[src/rtl/irq_status_pkg.sv]
package irq_status_pkg;
  localparam int NSRC    = 12;
  localparam int CAUSE_W = 13;
  localparam int ADDR_W  = 5;
  localparam int RD_W    = (NSRC > CAUSE_W) ? NSRC : CAUSE_W;

  localparam int IDX_RX_FULL  = 2;
  localparam int IDX_TX_EMPTY = 4;
  localparam int IDX_TX_ABRT  = 6;

  localparam logic [NSRC-1:0] LEVEL_SRC = NSRC'((1 << IDX_RX_FULL) | (1 << IDX_TX_EMPTY));
  localparam logic [NSRC-1:0] EDGE_SRC  = ~LEVEL_SRC;

  localparam int A_MASK     = 0;
  localparam int A_MSTAT    = 1;
  localparam int A_RAW      = 2;
  localparam int A_RXTHR    = 3;
  localparam int A_TXTHR    = 4;
  localparam int A_CAUSE    = 5;
  localparam int A_CLRALL   = 6;
  localparam int A_CLR_BASE = 16;
endpackage

[src/rtl/irq_src_bank.sv]
module irq_src_bank
  import irq_status_pkg::*;
#(
  parameter int LVL_W = 4
) (
  input  logic             clk,
  input  logic             rst_n,
  input  logic [NSRC-1:0]  set_vec,
  input  logic [NSRC-1:0]  clr_vec,
  input  logic [LVL_W-1:0] rx_level,
  input  logic [LVL_W-1:0] tx_level,
  input  logic [LVL_W-1:0] rx_thr,
  input  logic [LVL_W-1:0] tx_thr,
  output logic [NSRC-1:0]  raw_stat
);
  logic unused_lvl_bits;
  assign unused_lvl_bits = ^{set_vec & LEVEL_SRC, clr_vec & LEVEL_SRC};

  for (genvar k = 0; k < NSRC; k++) begin : g_src
    if (k == IDX_RX_FULL) begin : g_rxfull
      assign raw_stat[k] = (rx_level > rx_thr);
    end else if (k == IDX_TX_EMPTY) begin : g_txempty
      assign raw_stat[k] = (tx_level <= tx_thr);
    end else begin : g_sticky
      logic bit_q, bit_d, bit_en;

      always_comb begin
        bit_en = set_vec[k] | clr_vec[k];
        bit_d  = set_vec[k];
      end

      always_ff @(posedge clk or negedge rst_n) begin
        if (!rst_n)      bit_q <= 1'b0;
        else if (bit_en) bit_q <= bit_d;
      end

      assign raw_stat[k] = bit_q;

      assert_event_wins_R8: assert property (@(posedge clk) disable iff (!rst_n)
        set_vec[k] |=> bit_q);
      assert_clear_one_R3: assert property (@(posedge clk) disable iff (!rst_n)
        (clr_vec[k] && !set_vec[k]) |=> !bit_q);
      assert_sticky_R3: assert property (@(posedge clk) disable iff (!rst_n)
        (bit_q && !clr_vec[k]) |=> bit_q);
    end
  end
endmodule

[src/rtl/abort_cause_hold.sv]
module abort_cause_hold
  import irq_status_pkg::*;
(
  input  logic               clk,
  input  logic               rst_n,
  input  logic [CAUSE_W-1:0] cause_in,
  input  logic               cause_clr,
  output logic [CAUSE_W-1:0] cause_q,
  output logic               abort_evt
);
  logic [CAUSE_W-1:0] cause_d;
  logic               cause_en;

  always_comb begin
    cause_en  = cause_clr | (|cause_in);
    cause_d   = (cause_clr ? '0 : cause_q) | cause_in;
    abort_evt = |cause_in;
  end

  always_ff @(posedge clk or negedge rst_n) begin
    if (!rst_n)        cause_q <= '0;
    else if (cause_en) cause_q <= cause_d;
  end

  assert_cause_zero_R5: assert property (@(posedge clk) disable iff (!rst_n)
    (cause_clr && cause_in == '0) |=> cause_q == '0);
  assert_cause_keep_R5: assert property (@(posedge clk) disable iff (!rst_n)
    !cause_clr |=> ((cause_q & $past(cause_q)) == $past(cause_q)));
  assert_cause_new_R8: assert property (@(posedge clk) disable iff (!rst_n)
    cause_clr |=> cause_q == $past(cause_in));
endmodule

[src/rtl/irq_cfg_regs.sv]
module irq_cfg_regs
  import irq_status_pkg::*;
#(
  parameter int LVL_W = 4
) (
  input  logic               clk,
  input  logic               rst_n,
  input  logic               reg_wr,
  input  logic               reg_rd,
  input  logic [ADDR_W-1:0]  reg_addr,
  input  logic [NSRC-1:0]    reg_wdata,
  input  logic [NSRC-1:0]    raw_stat,
  input  logic [NSRC-1:0]    mstat,
  input  logic [CAUSE_W-1:0] cause,
  output logic [NSRC-1:0]    mask_q,
  output logic [LVL_W-1:0]   rx_thr_q,
  output logic [LVL_W-1:0]   tx_thr_q,
  output logic [NSRC-1:0]    clr_vec,
  output logic               cause_clr,
  output logic [RD_W-1:0]    reg_rdata
);
  logic mask_we, rxthr_we, txthr_we, clrall_hit;

  always_comb begin
    mask_we    = reg_wr && (reg_addr == ADDR_W'(A_MASK));
    rxthr_we   = reg_wr && (reg_addr == ADDR_W'(A_RXTHR));
    txthr_we   = reg_wr && (reg_addr == ADDR_W'(A_TXTHR));
    clrall_hit = reg_rd && (reg_addr == ADDR_W'(A_CLRALL));
  end

  always_ff @(posedge clk or negedge rst_n) begin
    if (!rst_n)       mask_q <= '0;
    else if (mask_we) mask_q <= reg_wdata;
  end

  always_ff @(posedge clk or negedge rst_n) begin
    if (!rst_n)        rx_thr_q <= '0;
    else if (rxthr_we) rx_thr_q <= reg_wdata[LVL_W-1:0];
  end

  always_ff @(posedge clk or negedge rst_n) begin
    if (!rst_n)        tx_thr_q <= '0;
    else if (txthr_we) tx_thr_q <= reg_wdata[LVL_W-1:0];
  end

  always_comb begin
    for (int k = 0; k < NSRC; k++) begin
      clr_vec[k] = EDGE_SRC[k] &&
                   (clrall_hit || (reg_rd && (reg_addr == ADDR_W'(A_CLR_BASE + k))));
    end
    cause_clr = clr_vec[IDX_TX_ABRT];
  end

  always_comb begin
    reg_rdata = '0;
    case (reg_addr)
      ADDR_W'(A_MASK):   reg_rdata = RD_W'(mask_q);
      ADDR_W'(A_MSTAT):  reg_rdata = RD_W'(mstat);
      ADDR_W'(A_RAW):    reg_rdata = RD_W'(raw_stat);
      ADDR_W'(A_RXTHR):  reg_rdata = RD_W'(rx_thr_q);
      ADDR_W'(A_TXTHR):  reg_rdata = RD_W'(tx_thr_q);
      ADDR_W'(A_CAUSE):  reg_rdata = RD_W'(cause);
      ADDR_W'(A_CLRALL): reg_rdata = RD_W'(|(raw_stat & EDGE_SRC));
      default: begin
        for (int k = 0; k < NSRC; k++) begin
          if (reg_addr == ADDR_W'(A_CLR_BASE + k)) reg_rdata = RD_W'(raw_stat[k]);
        end
      end
    endcase
  end

  assert_mask_wr_R2: assert property (@(posedge clk) disable iff (!rst_n)
    mask_we |=> mask_q == $past(reg_wdata));
  assert_rxthr_wr_R6: assert property (@(posedge clk) disable iff (!rst_n)
    rxthr_we |=> rx_thr_q == $past(reg_wdata[LVL_W-1:0]));
  assert_no_clr_on_wr_R11: assert property (@(posedge clk) disable iff (!rst_n)
    !reg_rd |-> clr_vec == '0);
endmodule

[src/rtl/irq_status_unit.sv]
module irq_status_unit
  import irq_status_pkg::*;
#(
  parameter int LVL_W = 4
) (
  input  logic               clk,
  input  logic               rst_n,
  input  logic               ctrl_en,
  input  logic [NSRC-1:0]    evt_pulse,
  input  logic [CAUSE_W-1:0] abort_cause,
  input  logic [LVL_W-1:0]   rx_level,
  input  logic [LVL_W-1:0]   tx_level,
  input  logic               reg_wr,
  input  logic               reg_rd,
  input  logic [ADDR_W-1:0]  reg_addr,
  input  logic [NSRC-1:0]    reg_wdata,
  output logic [RD_W-1:0]    reg_rdata,
  output logic               irq
);
  logic [NSRC-1:0]    set_vec, clr_vec, raw_stat, mask_q, mstat;
  logic [LVL_W-1:0]   rx_thr_q, tx_thr_q;
  logic [CAUSE_W-1:0] cause_q;
  logic               cause_clr, abort_evt;

  always_comb begin
    set_vec              = evt_pulse;
    set_vec[IDX_TX_ABRT] = evt_pulse[IDX_TX_ABRT] | abort_evt;
    mstat                = raw_stat & mask_q;
    irq                  = ctrl_en & (|mstat);
  end

  irq_cfg_regs #(.LVL_W(LVL_W)) u_regs (
    .clk(clk), .rst_n(rst_n),
    .reg_wr(reg_wr), .reg_rd(reg_rd), .reg_addr(reg_addr), .reg_wdata(reg_wdata),
    .raw_stat(raw_stat), .mstat(mstat), .cause(cause_q),
    .mask_q(mask_q), .rx_thr_q(rx_thr_q), .tx_thr_q(tx_thr_q),
    .clr_vec(clr_vec), .cause_clr(cause_clr), .reg_rdata(reg_rdata)
  );

  abort_cause_hold u_cause (
    .clk(clk), .rst_n(rst_n),
    .cause_in(abort_cause), .cause_clr(cause_clr),
    .cause_q(cause_q), .abort_evt(abort_evt)
  );

  irq_src_bank #(.LVL_W(LVL_W)) u_bank (
    .clk(clk), .rst_n(rst_n),
    .set_vec(set_vec), .clr_vec(clr_vec),
    .rx_level(rx_level), .tx_level(tx_level),
    .rx_thr(rx_thr_q), .tx_thr(tx_thr_q),
    .raw_stat(raw_stat)
  );

  assert_irq_gated_R9: assert property (@(posedge clk) disable iff (!rst_n)
    !ctrl_en |-> !irq);
  assert_abort_raises_R5: assert property (@(posedge clk) disable iff (!rst_n)
    (abort_cause != '0) |=> raw_stat[IDX_TX_ABRT]);
endmodule

[config.mk]
export PLATFORM = sky130hd
export DESIGN_NAME = irq_status_unit
export DESIGN_NICKNAME = d
export VERILOG_FILES = /design/src/rtl/irq_status_pkg.sv /design/src/rtl/irq_src_bank.sv /design/src/rtl/abort_cause_hold.sv /design/src/rtl/irq_cfg_regs.sv /design/src/rtl/irq_status_unit.sv
export SDC_FILE = /design/constraint.sdc
export NUM_CORES = 1
export LEC_CHECK = 0
export BUFFER_PORTS_ARGS = -buffer_cell sky130_fd_sc_hd__buf_4
export CAP_MARGIN = 20
export CORE_UTILIZATION = 55
export CTS_CLUSTER_DIAMETER = 60
export CTS_CLUSTER_SIZE = 20
export DETAILED_ROUTE_END_ITERATION = 7
export PLACE_DENSITY = 0.83
export SKIP_CTS_REPAIR_TIMING = 1
export SYNTH_ARGS = -nofsm -noshare
export SYNTH_HDL_FRONTEND = slang
export SYNTH_HIERARCHICAL = 1
export SYNTH_SLANG_ARGS = --single-unit
[constraint.sdc]
create_clock -name clk -period 4.06 [get_ports clk]
set_input_delay 0.812 -clock clk [delete_from_list [all_inputs] [get_ports clk]]
set_output_delay 0.812 -clock clk [all_outputs]
set_load 0.005 [all_outputs]
==> flow_summary.ini, run 1 <==
[status]
outcome = finished clean

[critical_path]
start_kind = primary input
cp_num_cells = 10
worst-r2r-cell-count = 1
crit_path_end_kind = output port
path_delay_family = compound AO/OA/AOI/OAI gates
critPathSlowestCell = o21ai_1
r2r_start = u_regs/rx_thr_q[3]
rr_endpoint = u_regs/rx_thr_q[3]
worst-setup-path-type = primary input to output port
crit_path_end = reg_rdata[0]
cp_common_cell = buf_4
required_ps = 3250
cp_max_fo = 3
regToRegSetupSlack_ps = 3260
crit_chain = buf_4 -> ha_1 -> nor2b_1 -> o211a_1 -> o21ai_1 -> mux2_2 -> o221ai_1 -> o311a_1 -> o2111ai_1 -> buf_4
critPathLaunch = tx_level[1]
crit_buf_inv = 2
cp.arrival_ps = 2740
slowest_delay_ps = 310

[die]
core_area_mm2 = 0.00507
ios = 69
rows = 26
die_w_um = 74.5
start_util_pct = 57.0
die-area_mm2 = 0.00555
die_h_um = 74.5

[drt]
drt-initial-drc-count = 275
routedWlPerCell_um = 16.5
vias = 2548
antenna_left = 0
wirelength_um = 6990
drc = 0
dr.pass1.iters = 5
vias_per_cell = 6.02

[cells_and_area]
drive_gt1_share_pct = 31.7
final_area_mm2 = 0.00343
final_nets = 415
nFillCells = 451
syn_to_final_growth_pct = 18.5
diodes = 0
final_cells = 423

[clock_network]
clk_pin_slew_ps = 80
clock_path_buffers = 2
ctsHtreeMaxLevel = 2
cts_buffers = 5
cts_tree = done
insertion_delay_ps = 300
cts_sinks = 43
cts-root-buf = clkbuf_8

[pwr]
ir_worst_vdd_uv = 197
p_clk_share_pct = 26.9
powerDensity_mw_per_mm2 = 315
seqPwrFrac_pct = 47.4
combPwrFrac_pct = 25.7
p_int_mw = 0.763
power.leakage_nw = 1.52
switching_share_pct = 29.2
power.switching_mw = 0.315

[sta]
fmax_ghz = 0.281
finalHoldViolCount = 0
min_period_ps = 3560
worst_slew_pin_slew_ps = 832
setup-violations-final = 0
rsz0062_at_grt = false
finClkSkew_ps = 0
slew_headroom_pct = 44.3
finalSetupTns_ps = 0
timing.final.crit_share_pct = 87.6
slew_violations = 0

[grt]
grt_max_degree = 44
grt_pass1_vias = 2432
antenna_found_initial = 0
grt_usage_pct = 26.9
grt_pass1_wl_um = 11300
grt.overflow.total = 0

[logic_synthesis]
yosysWarnings = 6
syn_inst = 302
syn_area_mm2 = 0.00289
syn-num-nets = 365
syn_avg_cell_area_um2 = 9.57

[placed_design]
portBuffers = 66
placed_cell_area_mm2 = 0.00333
dp.cells = 415
globalplace.congestion = 0.942
dp_hpwl_um = 5200

[flow_run]
maxCapViolations = 0

[min_path]
hp-class = primary input to asynchronous set/reset pin
==> worst min path at each step <==
| stage | endpoint | cells past startpoint | from | slack [ps] |
|---|---|---|---|---|
| floorplan | u_cause/cause_q[12] | 1 | u_cause/cause_q[12] | 440 |
| global placement | u_cause/cause_q[12] | 1 | u_cause/cause_q[12] | 450 |
| detailed placement | u_cause/cause_q[12] | 1 | u_cause/cause_q[12] | 460 |
| CTS | u_cause/cause_q[12] | 1 | u_cause/cause_q[12] | 480 |
| global route | u_cause/cause_q[6] | 1 | u_cause/cause_q[6] | 510 |
| finish | u_bank/g_src[3].g_sticky.bit_q | 1 | rst_n | 480 |
==> registers in the layout (all words and copies together), names as in the netlist <==
signal                       cells
u_bank/g_src.g_sticky.bit_q     10
u_cause/cause_q                 13
u_regs/mask_q                   12
u_regs/rx_thr_q                  4
u_regs/tx_thr_q                  4
==> stage by stage <==
| step | worst slack [ps] | util, % | power [mW] | hold WS [ps] |
|---|---|---|---|---|
| CTS | 519 | 67.5 | 1.08 | 481 |
| detailed placement | 543 | 65.6 | 0.794 | 461 |
| global route | 426 | 67.5 | 1.14 | 508 |
| floorplan | 1090 | - | 0.688 | 445 |
| finish | 504 | 67.5 | 1.08 | 480 |
| global placement | 613 | 65.6 | 0.780 | 455 |
==> power by group through the flow <==
| stage | Combinational [mW] | Sequential, mW | Clock (mW) |
|---|---|---|---|
| finish | 0.277 | 0.511 | 0.290 |
| global route | 0.305 | 0.517 | 0.319 |
| CTS | 0.277 | 0.511 | 0.297 |
| detailed placement | 0.275 | 0.518 | 0 |
| global placement | 0.264 | 0.516 | 0 |
| floorplan | 0.185 | 0.502 | 0 |
==> final cells by class <==
| cell class | count | area, µm² | share of cell area, % |
|---|---|---|---|
| multi-input cells | 212 | 1570 | 45.7 |
| flip-flops and latches | 43 | 1080 | 31.4 |
| repair buffers | 69 | 518 | 15.1 |
| well taps | 70 | 87.6 | 2.56 |
| clock buffers | 6 | 82.6 | 2.41 |
| inverters | 21 | 78.8 | 2.30 |
| clock inverters | 2 | 16.3 | 0.475 |
==> routing by layer <==
layer	up-vias	wire [µm]	track usage, %
met5	-	0	0
met4	0	133	10.1
li1	1176	-	-
met2	129	3410	43.6
met1	1231	2930	35.6
met3	12	505	5.56
==> layout by cell type, fill, tap and decap left out, types with 2 or more instances in the layout <==
| master | instances |
|---|---|
| a21o_1 | 23 |
| clkbuf_8 | 6 |
| o21ai_0 | 6 |
| nor4_2 | 2 |
| dfrtp_1 | 43 |
| mux2_2 | 11 |
| nand2b_1 | 4 |
| nand2_1 | 21 |
| nand4_1 | 2 |
| and2_4 | 4 |
| nor3b_1 | 3 |
| buf_4 | 69 |
| mux2_4 | 10 |
| mux2i_1 | 5 |
| nor2b_1 | 4 |
| nor4_1 | 4 |
| and2_1 | 9 |
| a311o_1 | 2 |
| a21oi_1 | 7 |
| ha_1 | 8 |
| nor3_1 | 5 |
| a22oi_1 | 23 |
| nand3_1 | 6 |
| nor2_1 | 23 |
| and3_1 | 2 |
| inv_1 | 21 |
No activity file was read; power rests on OpenSTA's default activity.
==> run 2: changes to the inputs <==
--- a/config.mk
+++ b/config.mk
@@ -7,11 +7,13 @@
 export LEC_CHECK = 0
 export BUFFER_PORTS_ARGS = -buffer_cell sky130_fd_sc_hd__buf_4
 export CAP_MARGIN = 20
-export CORE_UTILIZATION = 55
+export CELL_PAD_IN_SITES_DETAIL_PLACEMENT = 0
+export CELL_PAD_IN_SITES_GLOBAL_PLACEMENT = 2
+export CORE_UTILIZATION = 35
 export CTS_CLUSTER_DIAMETER = 60
 export CTS_CLUSTER_SIZE = 20
 export DETAILED_ROUTE_END_ITERATION = 7
-export PLACE_DENSITY = 0.83
+export PLACE_DENSITY = 0.86
 export SKIP_CTS_REPAIR_TIMING = 1
 export SYNTH_ARGS = -nofsm -noshare
 export SYNTH_HDL_FRONTEND = slang
==> flow_summary.ini, run 2 (synthesis gave the netlist of run 1 again) <==
[sta]
slew_violations = 0
finClkSkew_ps = 0
finalHoldViolCount = 0
min_period_ps = 3550
slew_headroom_pct = 45.7
worst_slew_pin_slew_ps = 811
rsz0062_at_grt = false
setup-violations-final = 0
timing.final.crit_share_pct = 87.5
finalSetupTns_ps = 0
fmax_ghz = 0.282

[pwr]
ir_worst_vdd_uv = 144
power.leakage_nw = 1.53
switching_share_pct = 28.7
power.switching_mw = 0.326
seqPwrFrac_pct = 44.8
p_int_mw = 0.810
p_clk_share_pct = 31.0
power_mw = 1.14
combPwrFrac_pct = 24.3
powerDensity_mw_per_mm2 = 326

[die]
die_h_um = 92.9
ios = 69
rows = 32
die-area_mm2 = 0.00863
die_w_um = 92.9
core_area_mm2 = 0.00785
start_util_pct = 36.8

[grt]
grt_pass1_vias = 2428
grt.overflow.total = 0
grt_pass1_wl_um = 12100
grt_usage_pct = 18.2
antenna_found_initial = 0
grt_max_degree = 44

[critical_path]
r2r_start = u_regs/mask_q[0]
required_ps = 3250
path_delay_family = compound AO/OA/AOI/OAI gates
crit_buf_inv = 2
critPathSlowestCell = ha_1
crit_chain = buf_4 -> ha_1 -> nor2b_1 -> o211a_1 -> o21ai_1 -> mux2_2 -> o221ai_1 -> o311a_1 -> o2111ai_1 -> buf_4
worst-r2r-cell-count = 1
cp_max_fo = 3
critPathLaunch = tx_level[1]
cp_num_cells = 10
slowest_delay_ps = 290
rr_endpoint = u_regs/mask_q[0]
regToRegSetupSlack_ps = 3270
start_kind = primary input
crit_path_end_kind = output port
cp_common_cell = buf_4
worst-setup-path-type = primary input to output port
cp.arrival_ps = 2740
crit_path_end = reg_rdata[0]

[clock_network]
ctsHtreeMaxLevel = 2
clk_pin_slew_ps = 90
cts_buffers = 5
insertion_delay_ps = 300
cts_sinks = 43
cts_tree = done
cts-root-buf = clkbuf_8
clock_path_buffers = 2

[drt]
drc = 0
dr_wl_met3_um = 353
met2_length_um = 3630
dr.pass1.iters = 4
antenna_left = 0
vias = 2432
wirelength_um = 7550
top_layer_used = met4
routedWlPerCell_um = 16.6
wl_met1_um = 3550
drt-initial-drc-count = 103
vias_per_cell = 5.35

[cells_and_area]
diodes = 0
regMostFlops = u_cause/cause_q
final_common_cell = buf_4
reg_top3 = u_cause/cause_q: 13 flops, u_regs/mask_q: 12 flops, u_bank/g_src.g_sticky.bit_q: 10 flops
final_cell_mix = 69 x buf_4, 43 x dfrtp_1, 23 x nor2_1, 23 x a21o_1, 23 x a22oi_1
largest_register_ffs = 13
drive_gt1_share_pct = 31.7
syn_to_final_growth_pct = 20.5
final_nets = 415

[min_path]
hp-class = flip-flop to flip-flop

[placed_design]
globalplace.congestion = 0.861
dp_hpwl_um = 5640
portBuffers = 66

[flow_run]
maxCapViolations = 0

[status]
outcome = finished clean
==> run 2: changes by cell type in the layout (fill, tap and decap cells not counted) <==
cell | previous run | this run
clkbuf_8 | 6 | 5
clkinv_4 | 1 | 0
inv_6 | 0 | 1
bufinv_16 | 0 | 1
==> run 2: layout make-up <==
| class | count | area, µm² |
|---|---|---|
| clock buffer | 5 | 68.8 |
| multi-input combinational | 212 | 1570 |
| clock inverter | 3 | 46.3 |
| inverter | 21 | 78.8 |
| tap | 102 | 128 |
| fill | 806 | 4370 |
| timing repair buffer | 69 | 518 |
| sequential | 43 | 1080 |
==> run 2: power by group through the flow <==
stage	Sequential (mW)	Combinational, mW	Clock, mW
floorplan	0.502	0.185	0
global placement	0.517	0.272	0
detailed placement	0.517	0.278	0
CTS	0.509	0.279	0.358
global route	0.516	0.304	0.374
finish	0.508	0.276	0.352
==> run 2: how the worst min path moves through the flow <==
stage	slack (ps)	startpoint	cells past startpoint	endpoint
after CTS	480	u_cause/cause_q[12]	1	u_cause/cause_q[12]
after detailed placement	460	u_cause/cause_q[12]	1	u_cause/cause_q[12]
after global routing	500	u_cause/cause_q[12]	1	u_cause/cause_q[12]
after floorplan	440	u_cause/cause_q[12]	1	u_cause/cause_q[12]
final	480	u_cause/cause_q[12]	1	u_cause/cause_q[12]
after global placement	460	u_cause/cause_q[12]	1	u_cause/cause_q[12]
==> run 2: metrics by stage <==
step                      cell area (µm²)  hold WS (ps)  util, %  setup WS (ps)  instances
after floorplan                      2890           445        -           1090        302
after global placement               3370           456     42.9            545        447
after detailed placement             3370           461     42.9            538        447
after CTS                            3480           483     44.4            526        455
after global routing                 3480           498     44.4            420        455
final                                3480           483     44.4            509        455
==> run 2: routing by layer <==
layer	track usage [%]	vias up
met5	0	-
met4	4.36	0
met3	2.71	4
met2	29.4	67
met1	25.3	1193
li1	-	1168
